## src/rtl/lmc_pkg.sv

```systemverilog
package lmc_pkg;
    localparam int ADDR_W   = 10;
    localparam int DATA_W   = 32;
    localparam int SETS     = 4;
    localparam int WAYS     = 4;
    localparam int CNT_W    = 4;

    localparam int SET_W    = $clog2(SETS);
    localparam int WAY_W    = $clog2(WAYS);
    localparam int TAG_W    = ADDR_W - SET_W;
    localparam int LINES    = SETS * WAYS;
    localparam int LOCK_CAP = LINES / 4;
    localparam int LCNT_W   = $clog2(LOCK_CAP + 1);
    localparam int MT_N     = LINES;
    localparam int MT_IW    = $clog2(MT_N);

    typedef struct packed {
        logic              lock;
        logic              valid;
        logic              dirty;
        logic [TAG_W-1:0]  tag;
        logic [DATA_W-1:0] data;
    } line_t;

    typedef struct packed {
        logic              vld;
        logic [ADDR_W-1:0] blk;
        logic [CNT_W-1:0]  cnt;
    } mt_ent_t;

    typedef enum logic [1:0] {ST_IDLE, ST_WB, ST_FILL, ST_BYP} st_t;
    typedef enum logic [1:0] {OP_RD, OP_WR, OP_LOCK} op_t;

    function automatic logic [SET_W-1:0] set_of(input logic [ADDR_W-1:0] a);
        return a[SET_W-1:0];
    endfunction

    function automatic logic [TAG_W-1:0] tag_of(input logic [ADDR_W-1:0] a);
        return a[ADDR_W-1:SET_W];
    endfunction
endpackage

```

## src/rtl/lmc_miss_table.sv

```systemverilog
module lmc_miss_table
    import lmc_pkg::*;
#(
    parameter int N  = MT_N,
    parameter int NQ = WAYS
) (
    input  logic                        clk,
    input  logic                        rst,
    input  logic                        cfg_we,
    input  logic [ADDR_W-1:0]           cfg_blk,
    input  logic [CNT_W-1:0]            cfg_cnt,
    input  logic                        inc_en,
    input  logic [ADDR_W-1:0]           inc_blk,
    input  logic [NQ-1:0][ADDR_W-1:0]   q_blk,
    output logic [NQ-1:0][CNT_W-1:0]    q_cnt
);
    localparam int IW = $clog2(N);
    localparam logic [CNT_W-1:0] CMAX = {CNT_W{1'b1}};

    mt_ent_t tbl [N];

    logic [IW-1:0] cfg_idx, inc_idx;
    assign cfg_idx = cfg_blk[IW-1:0];
    assign inc_idx = inc_blk[IW-1:0];

    always_ff @(posedge clk) begin
        if (rst) begin
            for (int i = 0; i < N; i++) tbl[i] <= '0;
        end else if (cfg_we) begin
            tbl[cfg_idx] <= '{vld: 1'b1, blk: cfg_blk, cnt: cfg_cnt};
        end else if (inc_en) begin
            if (tbl[inc_idx].vld && tbl[inc_idx].blk == inc_blk) begin
                if (tbl[inc_idx].cnt != CMAX)
                    tbl[inc_idx].cnt <= tbl[inc_idx].cnt + 1'b1;
            end else begin
                tbl[inc_idx] <= '{vld: 1'b1, blk: inc_blk, cnt: CNT_W'(1)};
            end
        end
    end

    for (genvar g = 0; g < NQ; g++) begin : g_q
        logic [IW-1:0] qi;
        assign qi = q_blk[g][IW-1:0];
        assign q_cnt[g] = (tbl[qi].vld && tbl[qi].blk == q_blk[g]) ? tbl[qi].cnt : '0;
    end
endmodule

```

## src/rtl/lmc_lru.sv

```systemverilog
module lmc_lru
    import lmc_pkg::*;
(
    input  logic                        clk,
    input  logic                        rst,
    input  logic [SET_W-1:0]            rd_set,
    output logic [WAYS-1:0][WAY_W-1:0]  rd_age,
    input  logic                        touch_en,
    input  logic [SET_W-1:0]            touch_set,
    input  logic [WAY_W-1:0]            touch_way
);
    logic [WAYS-1:0][WAY_W-1:0] age [SETS];

    always_ff @(posedge clk) begin
        if (rst) begin
            for (int s = 0; s < SETS; s++)
                for (int w = 0; w < WAYS; w++)
                    age[s][w] <= WAY_W'(w);
        end else if (touch_en) begin
            for (int w = 0; w < WAYS; w++) begin
                if (WAY_W'(w) == touch_way)
                    age[touch_set][w] <= '0;
                else if (age[touch_set][w] < age[touch_set][touch_way])
                    age[touch_set][w] <= age[touch_set][w] + 1'b1;
            end
        end
    end

    assign rd_age = age[rd_set];
endmodule

```

## src/rtl/lmc_victim_sel.sv

```systemverilog
module lmc_victim_sel
    import lmc_pkg::*;
(
    input  logic [WAYS-1:0]             valid,
    input  logic [WAYS-1:0]             lock,
    input  logic [WAYS-1:0][CNT_W-1:0]  cnt,
    input  logic [WAYS-1:0][WAY_W-1:0]  age,
    output logic                        found,
    output logic [WAY_W-1:0]            way
);
    logic             have_inv;
    logic [CNT_W-1:0] best_cnt;
    logic [WAY_W-1:0] best_age;

    always_comb begin
        found    = 1'b0;
        way      = '0;
        have_inv = 1'b0;
        best_cnt = '0;
        best_age = '0;
        for (int w = 0; w < WAYS; w++) begin
            if (!valid[w] && !have_inv) begin
                have_inv = 1'b1;
                found    = 1'b1;
                way      = WAY_W'(w);
            end
        end
        if (!have_inv) begin
            for (int w = 0; w < WAYS; w++) begin
                if (!lock[w] &&
                    (!found || cnt[w] < best_cnt ||
                     (cnt[w] == best_cnt && age[w] > best_age))) begin
                    found    = 1'b1;
                    way      = WAY_W'(w);
                    best_cnt = cnt[w];
                    best_age = age[w];
                end
            end
        end
    end
endmodule

```

## src/rtl/lmc_cache.sv

```systemverilog
module lmc_cache
    import lmc_pkg::*;
(
    input  logic              clk,
    input  logic              rst,
    input  logic              cpu_req,
    input  logic              cpu_we,
    input  logic [ADDR_W-1:0] cpu_addr,
    input  logic [DATA_W-1:0] cpu_wdata,
    output logic              cpu_ready,
    output logic              cpu_done,
    output logic [DATA_W-1:0] cpu_rdata,
    input  logic              cfg_valid,
    input  logic              cfg_lock,
    input  logic [ADDR_W-1:0] cfg_addr,
    input  logic [CNT_W-1:0]  cfg_count,
    output logic              cfg_done,
    output logic              cfg_err,
    output logic              mem_req,
    output logic              mem_we,
    output logic [ADDR_W-1:0] mem_addr,
    output logic [DATA_W-1:0] mem_wdata,
    input  logic              mem_ack,
    input  logic [DATA_W-1:0] mem_rdata
);
    line_t             lines [SETS][WAYS];
    st_t               st;
    op_t               r_op;
    logic [ADDR_W-1:0] r_addr;
    logic [DATA_W-1:0] r_wdata;
    logic [WAY_W-1:0]  r_way;
    logic [LCNT_W-1:0] lock_cnt;

    logic                        idle;
    logic [ADDR_W-1:0]           look_addr;
    logic [SET_W-1:0]            look_set, r_set;
    logic [TAG_W-1:0]            look_tag;
    logic [WAYS-1:0]             hit_vec, way_valid, way_lock;
    logic [WAYS-1:0][ADDR_W-1:0] way_blk;
    logic [WAYS-1:0][CNT_W-1:0]  way_cnt;
    logic [WAYS-1:0][WAY_W-1:0]  way_age;
    logic                        hit;
    logic [WAY_W-1:0]            hit_way;
    logic                        vic_found;
    logic [WAY_W-1:0]            vic_way;
    logic                        vic_dirty;
    logic                        cpu_take, at_cap;
    logic                        touch_en;
    logic [SET_W-1:0]            touch_set;
    logic [WAY_W-1:0]            touch_way;
    line_t                       victim_line;

    assign idle      = (st == ST_IDLE);
    assign cpu_ready = idle;
    assign look_addr = cfg_valid ? cfg_addr : cpu_addr;
    assign look_set  = set_of(look_addr);
    assign look_tag  = tag_of(look_addr);
    assign r_set     = set_of(r_addr);
    assign cpu_take  = idle && !cfg_valid && cpu_req;
    assign at_cap    = (lock_cnt == LCNT_W'(LOCK_CAP));

    for (genvar w = 0; w < WAYS; w++) begin : g_way
        assign way_valid[w] = lines[look_set][w].valid;
        assign way_lock[w]  = lines[look_set][w].lock;
        assign hit_vec[w]   = lines[look_set][w].valid && lines[look_set][w].tag == look_tag;
        assign way_blk[w]   = {lines[look_set][w].tag, look_set};
    end

    always_comb begin
        hit_way = '0;
        for (int w = 0; w < WAYS; w++)
            if (hit_vec[w]) hit_way = WAY_W'(w);
    end
    assign hit = |hit_vec;

    lmc_miss_table #(.N(MT_N), .NQ(WAYS)) u_mt (
        .clk     (clk),
        .rst     (rst),
        .cfg_we  (idle && cfg_valid && !cfg_lock),
        .cfg_blk (cfg_addr),
        .cfg_cnt (cfg_count),
        .inc_en  (cpu_take && !hit),
        .inc_blk (cpu_addr),
        .q_blk   (way_blk),
        .q_cnt   (way_cnt)
    );

    assign touch_en  = (cpu_take && hit) || (st == ST_FILL && mem_ack);
    assign touch_set = idle ? look_set : r_set;
    assign touch_way = idle ? hit_way : r_way;

    lmc_lru u_lru (
        .clk       (clk),
        .rst       (rst),
        .rd_set    (look_set),
        .rd_age    (way_age),
        .touch_en  (touch_en),
        .touch_set (touch_set),
        .touch_way (touch_way)
    );

    lmc_victim_sel u_vic (
        .valid (way_valid),
        .lock  (way_lock),
        .cnt   (way_cnt),
        .age   (way_age),
        .found (vic_found),
        .way   (vic_way)
    );

    assign vic_dirty   = lines[look_set][vic_way].valid && lines[look_set][vic_way].dirty;
    assign victim_line = lines[r_set][r_way];

    always_comb begin
        mem_req   = 1'b0;
        mem_we    = 1'b0;
        mem_addr  = r_addr;
        mem_wdata = r_wdata;
        case (st)
            ST_WB: begin
                mem_req   = 1'b1;
                mem_we    = 1'b1;
                mem_addr  = {victim_line.tag, r_set};
                mem_wdata = victim_line.data;
            end
            ST_FILL: mem_req = 1'b1;
            ST_BYP: begin
                mem_req = 1'b1;
                mem_we  = (r_op == OP_WR);
            end
            default: ;
        endcase
    end

    always_ff @(posedge clk) begin
        if (rst) begin
            st        <= ST_IDLE;
            r_op      <= OP_RD;
            r_addr    <= '0;
            r_wdata   <= '0;
            r_way     <= '0;
            lock_cnt  <= '0;
            cpu_done  <= 1'b0;
            cfg_done  <= 1'b0;
            cfg_err   <= 1'b0;
            cpu_rdata <= '0;
            for (int s = 0; s < SETS; s++)
                for (int w = 0; w < WAYS; w++)
                    lines[s][w] <= '0;
        end else begin
            cpu_done <= 1'b0;
            cfg_done <= 1'b0;
            cfg_err  <= 1'b0;
            case (st)
                ST_IDLE: begin
                    if (cfg_valid) begin
                        if (!cfg_lock) begin
                            cfg_done <= 1'b1;
                        end else if (hit) begin
                            if (lines[look_set][hit_way].lock) begin
                                cfg_done <= 1'b1;
                            end else if (at_cap) begin
                                cfg_err <= 1'b1;
                            end else begin
                                lines[look_set][hit_way].lock <= 1'b1;
                                lock_cnt <= lock_cnt + 1'b1;
                                cfg_done <= 1'b1;
                            end
                        end else if (at_cap || !vic_found) begin
                            cfg_err <= 1'b1;
                        end else begin
                            r_op   <= OP_LOCK;
                            r_addr <= cfg_addr;
                            r_way  <= vic_way;
                            st     <= vic_dirty ? ST_WB : ST_FILL;
                        end
                    end else if (cpu_req) begin
                        if (hit) begin
                            if (cpu_we) begin
                                lines[look_set][hit_way].data  <= cpu_wdata;
                                lines[look_set][hit_way].dirty <= 1'b1;
                            end else begin
                                cpu_rdata <= lines[look_set][hit_way].data;
                            end
                            cpu_done <= 1'b1;
                        end else begin
                            r_op    <= cpu_we ? OP_WR : OP_RD;
                            r_addr  <= cpu_addr;
                            r_wdata <= cpu_wdata;
                            r_way   <= vic_way;
                            if (!vic_found)     st <= ST_BYP;
                            else if (vic_dirty) st <= ST_WB;
                            else                st <= ST_FILL;
                        end
                    end
                end
                ST_WB: begin
                    if (mem_ack) st <= ST_FILL;
                end
                ST_FILL: begin
                    if (mem_ack) begin
                        lines[r_set][r_way] <= '{lock:  (r_op == OP_LOCK),
                                                 valid: 1'b1,
                                                 dirty: (r_op == OP_WR),
                                                 tag:   tag_of(r_addr),
                                                 data:  (r_op == OP_WR) ? r_wdata : mem_rdata};
                        if (r_op == OP_LOCK) begin
                            lock_cnt <= lock_cnt + 1'b1;
                            cfg_done <= 1'b1;
                        end else begin
                            if (r_op == OP_RD) cpu_rdata <= mem_rdata;
                            cpu_done <= 1'b1;
                        end
                        st <= ST_IDLE;
                    end
                end
                ST_BYP: begin
                    if (mem_ack) begin
                        if (r_op == OP_RD) cpu_rdata <= mem_rdata;
                        cpu_done <= 1'b1;
                        st       <= ST_IDLE;
                    end
                end
                default: st <= ST_IDLE;
            endcase
        end
    end

    logic [LINES-1:0]       lock_vec, valid_vec;
    logic [LINES*TAG_W-1:0] tag_flat;
    for (genvar s = 0; s < SETS; s++) begin : g_fs
        for (genvar w = 0; w < WAYS; w++) begin : g_fw
            assign lock_vec[s*WAYS+w]                   = lines[s][w].lock;
            assign valid_vec[s*WAYS+w]                  = lines[s][w].valid;
            assign tag_flat[(s*WAYS+w)*TAG_W +: TAG_W]  = lines[s][w].tag;
        end
    end
endmodule

```

## config.mk

```make
export PLATFORM = sky130hd
export DESIGN_NAME = lmc_cache
export DESIGN_NICKNAME = d
export VERILOG_FILES = /design/src/rtl/lmc_pkg.sv /design/src/rtl/lmc_miss_table.sv /design/src/rtl/lmc_lru.sv /design/src/rtl/lmc_victim_sel.sv /design/src/rtl/lmc_cache.sv
export SDC_FILE = /design/constraint.sdc
export NUM_CORES = 2
export LEC_CHECK = 0
export ABC_AREA = 1
export BUFFER_PORTS_ARGS = -buffer_cell sky130_fd_sc_hd__clkbuf_2
export CORE_MARGIN = 3
export CORE_UTILIZATION = 32
export DETAILED_ROUTE_END_ITERATION = 16
export PLACE_DENSITY = 0.5
export SLEW_MARGIN = 20
export SYNTH_ARGS = -nofsm -noshare
export SYNTH_HDL_FRONTEND = slang
export SYNTH_SLANG_ARGS = --single-unit
```

## constraint.sdc

```tcl
create_clock -name clk -period 7.9 [get_ports clk]
set_input_delay 0.395 -clock clk [delete_from_list [all_inputs] [get_ports clk]]
set_output_delay 0.395 -clock clk [all_outputs]
set_load 0.005 [all_outputs]
```

==> impl_metrics.csv <==
group,metric,value,unit
synthesis,synth_cells,7163,
synthesis,netlist_area,58300,um2
sta,fin_skew,101.1,ps
floorplan,rows,156,
clock_network,cts_tree,"built",
place,io_buffer_count,174,
synthesis,synth_top_area_share,48.62,%
sta,layout_worst_path_cycle_share,91.78,%
clock_network,root_buffer,"clkbuf_16",
min_path,hold_path.class,"in -> reg",
run,drv_cap,0,
floorplan,initial_core_util,32.22,%
clock_network,clk_latency,840,ps
detailed_routing,drt_iter0_markers,6335,
setup_path,worstPathMaxFanout,10,
synthesis,yosysMostFrequentCell,"nor2_1",
detailed_routing,routed_wl,244.7,mm
floorplan,core_area,180900,um2
clock_network,clockBufferDepth,3,
setup_path,slowest_delay,580,ps
power,irDropWorstVdd,0.0002293,V
setup_path,worstPathRequired,8630,ps
finish,fin_nets,7351,
setup_path,arrival,7980,ps
synthesis,synthTopCellsByCount,"nor2_1, nand2_1, o21ai_0, edfxtp_1, clkbuf_1",
global_routing,grt_max_degree,136,
detailed_routing,wl_per_cell,25.20,um
synthesis,yosysWarningCount,0,
floorplan,dieArea,187300,um2
floorplan,dieWidth,432.8,um
detailed_routing,postRouteAntennaNets,0,
setup_path,end_kind,"flop",
sta,holdWs,68.89,ps
synthesis,synth_cell_type_count,65,
synthesis,ys_seq_area_share,52.20,%
power,p_leak,26.40,nW
synthesis,syn_avg_cell_area,8.139,um2
global_routing,grt_pass1_wl,352.4,mm
synthesis,synth-async-reset-ratio,0,%
clock_network,numClockSinks,1048,
clock_network,path_clk_slew,60,ps
setup_path,cpMaxStageDelayCell,"or4_1",
sta,final_max_slew_viol_count,0,
sta,relSlewSlack,14.94,%
status,status,"finished, final reports clean",
finish,seqCellArea,30440,um2
setup_path,critPathKind,"reg -> reg",
synthesis,yosys-top-cells-area,"edfxtp_1, nor2_1, o21ai_0",
sta,tns,0,ps
clock_network,htreeDepth,3,
detailed_routing,avgViaCountPerCell,5.631,
min_path,whs_path_depth,3,
sta,fmax,137.9,MHz
sta,setup_viol,0,
place,dp_cells,9406,
global_routing,grt_pass1_vias,51210,
power,p_per_area,228.8,nW/um2
detailed_routing,drc,0,
sta,period_needed,7251,ps
finish,syn_to_final_growth,14.76,%
global_routing,antenna_found_initial,4,
floorplan,boundaryPins,175,
detailed_routing,dr.pass1.iters,6,
synthesis,synth_edf_count,944,
finish,layout-drive-gt1-share,9.746,%
synthesis,yosysTopAreaCell,"edfxtp_1",
global_routing,grt.total_usage,25.21,%
clock_network,cts-buffers-inserted,120,
synthesis,ys.flop_type,"edfxtp_1",
power,fin_total_pwr,0.01531,W
sta,worstMarginPinSlew,1260,ps
setup_path,r2r_cells,49,
sta,hold_violations,0,
floorplan,fp.dieH,432.8,um
synthesis,synth_seq_cells,1048,
place,dp_hpwl,154.1,mm
detailed_routing,vias,54667,
global_routing,overflow,0,
finish,multiInputGateArea,24430,um2
setup_path,crit_top_cell,"nand2_1",
finish,instances_no_fill,9709,
setup_path,start_kind,"flop",
finish,n_fill_cell,18409,
place,place.gp.congestion,0.9350,
## logic make-up (layout without fill, tap and decap cells)
kind of cell,after synthesis,in the layout,share of synthesized area [%]
adder cells (fa/ha/maj),25,25,0.5365
AND/OR/NAND/NOR,3179,3179,21.71
flip-flops,1048,1048,52.20
multiplexers,4,4,0.06868
buffers and inverters,985,1127,6.636
XOR/XNOR,48,48,0.7211
AO/OA/AOI/OAI,1873,1873,18.12
other,1,35,0.006432
## path summary, 6_finish.rpt
check                           slack, ps            start               to
worst max-delay path                  650    lines[2][118]            st[1]
worst min-delay path                   70      cfg_addr[4]   u_mt.tbl[5][8]
worst max register to register        650    lines[2][118]            st[1]
worst min register to register        480  u_mt.tbl[2][14]  u_mt.tbl[2][14]
## state kept, by name (all words and copies together), names as in the netlist, named ones only
register,flops
r_wdata,32
lock_cnt,3
u_mt.tbl,240
r_way,2
lines,688
cpu_rdata,32
cfg_done,1
u_lru.age,32
st,2
cpu_done,1
cfg_err,1
r_addr,10
r_op,2
## stage by stage
step,util (%),setup WS [ps],cell area [um2]
after floorplan,-,995.0,58410
final,36.97,649.0,66900
after detailed placement,34.32,-51.45,62100
after global placement,34.32,-40.01,62090
after CTS,36.85,82.58,66680
after global routing,36.97,-0.8162,66900
## power by group
group / internal, W / leakage (nW) / total (W) / switching [W]
clock: 0.00308 / 1.90 / 0.00559 / 0.00252
sequential: 0.00629 / 10.5 / 0.00648 / 0.000186
combinational: 0.000895 / 14.0 / 0.00324 / 0.00235
total: 0.0103 / 26.4 / 0.0153 / 0.00505
## layout make-up
class	instances	area share, %
clock inverter	82	1.057
multi-input combinational	5161	36.52
clock buffer	145	4.765
antenna	3	0.01122
inverter	431	2.441
tap	2370	4.432
timing repair buffer	469	5.280
sequential	1048	45.50
## cell usage in the layout, fill, tap and decap left out, types with 16 or more instances in the layout
| master | n |
|---|---|
| nor2_1 | 1569 |
| nand2_1 | 1140 |
| edfxtp_1 | 944 |
| o21ai_0 | 943 |
| a21oi_1 | 413 |
| inv_1 | 391 |
| nand3_1 | 320 |
| buf_4 | 208 |
| o22ai_1 | 178 |
| clkbuf_2 | 173 |
| clkbuf_16 | 123 |
| dfxtp_1 | 101 |
| dlygate4sd3_1 | 68 |
| o211ai_1 | 59 |
| clkinv_1 | 57 |
| nand2_2 | 48 |
| o221ai_1 | 37 |
| o21ai_1 | 36 |
| xor2_1 | 35 |
| a31oi_1 | 33 |
| o311ai_0 | 32 |
| conb_1 | 32 |
| clkinv_2 | 26 |
| ha_1 | 25 |
| a22o_1 | 23 |
| a221oi_1 | 21 |
| clkbuf_1 | 17 |
| nor3_1 | 16 |
| a41oi_1 | 16 |
## timing repair
item / CTS / global route
setup endpoints to repair: 0 / 2
endpoints found under the hold margin: 68 / 0
resized for setup: 0 / 41
hold buffers: 68 / 0
buffers inserted: 0 / 3
## worst max-delay path, delay by kind of cell (launching register included)
| kind | cells | cell delay, ps |
|---|---|---|
| buffers and inverters | 9 | 1540 |
| AND/OR/NAND/NOR | 26 | 2790 |
| AO/OA/AOI/OAI | 10 | 1480 |
| adder cells (fa/ha/maj) | 3 | 830 |
| flip-flops | 1 | 430 |
| XOR/XNOR | 1 | 160 |
## layer usage
| layer | GRT usage [%] | wire [um] | vias up |
|---|---|---|---|
| met3 | 3.664 | 20150 | 575 |
| met2 | 39.63 | 110200 | 2813 |
| met5 | 0 | 0 | - |
| met4 | 12.39 | 13340 | 0 |
| li1 | - | - | 24680 |
| met1 | 33.97 | 100900 | 26599 |
Power figures use the tool's default switching activity.
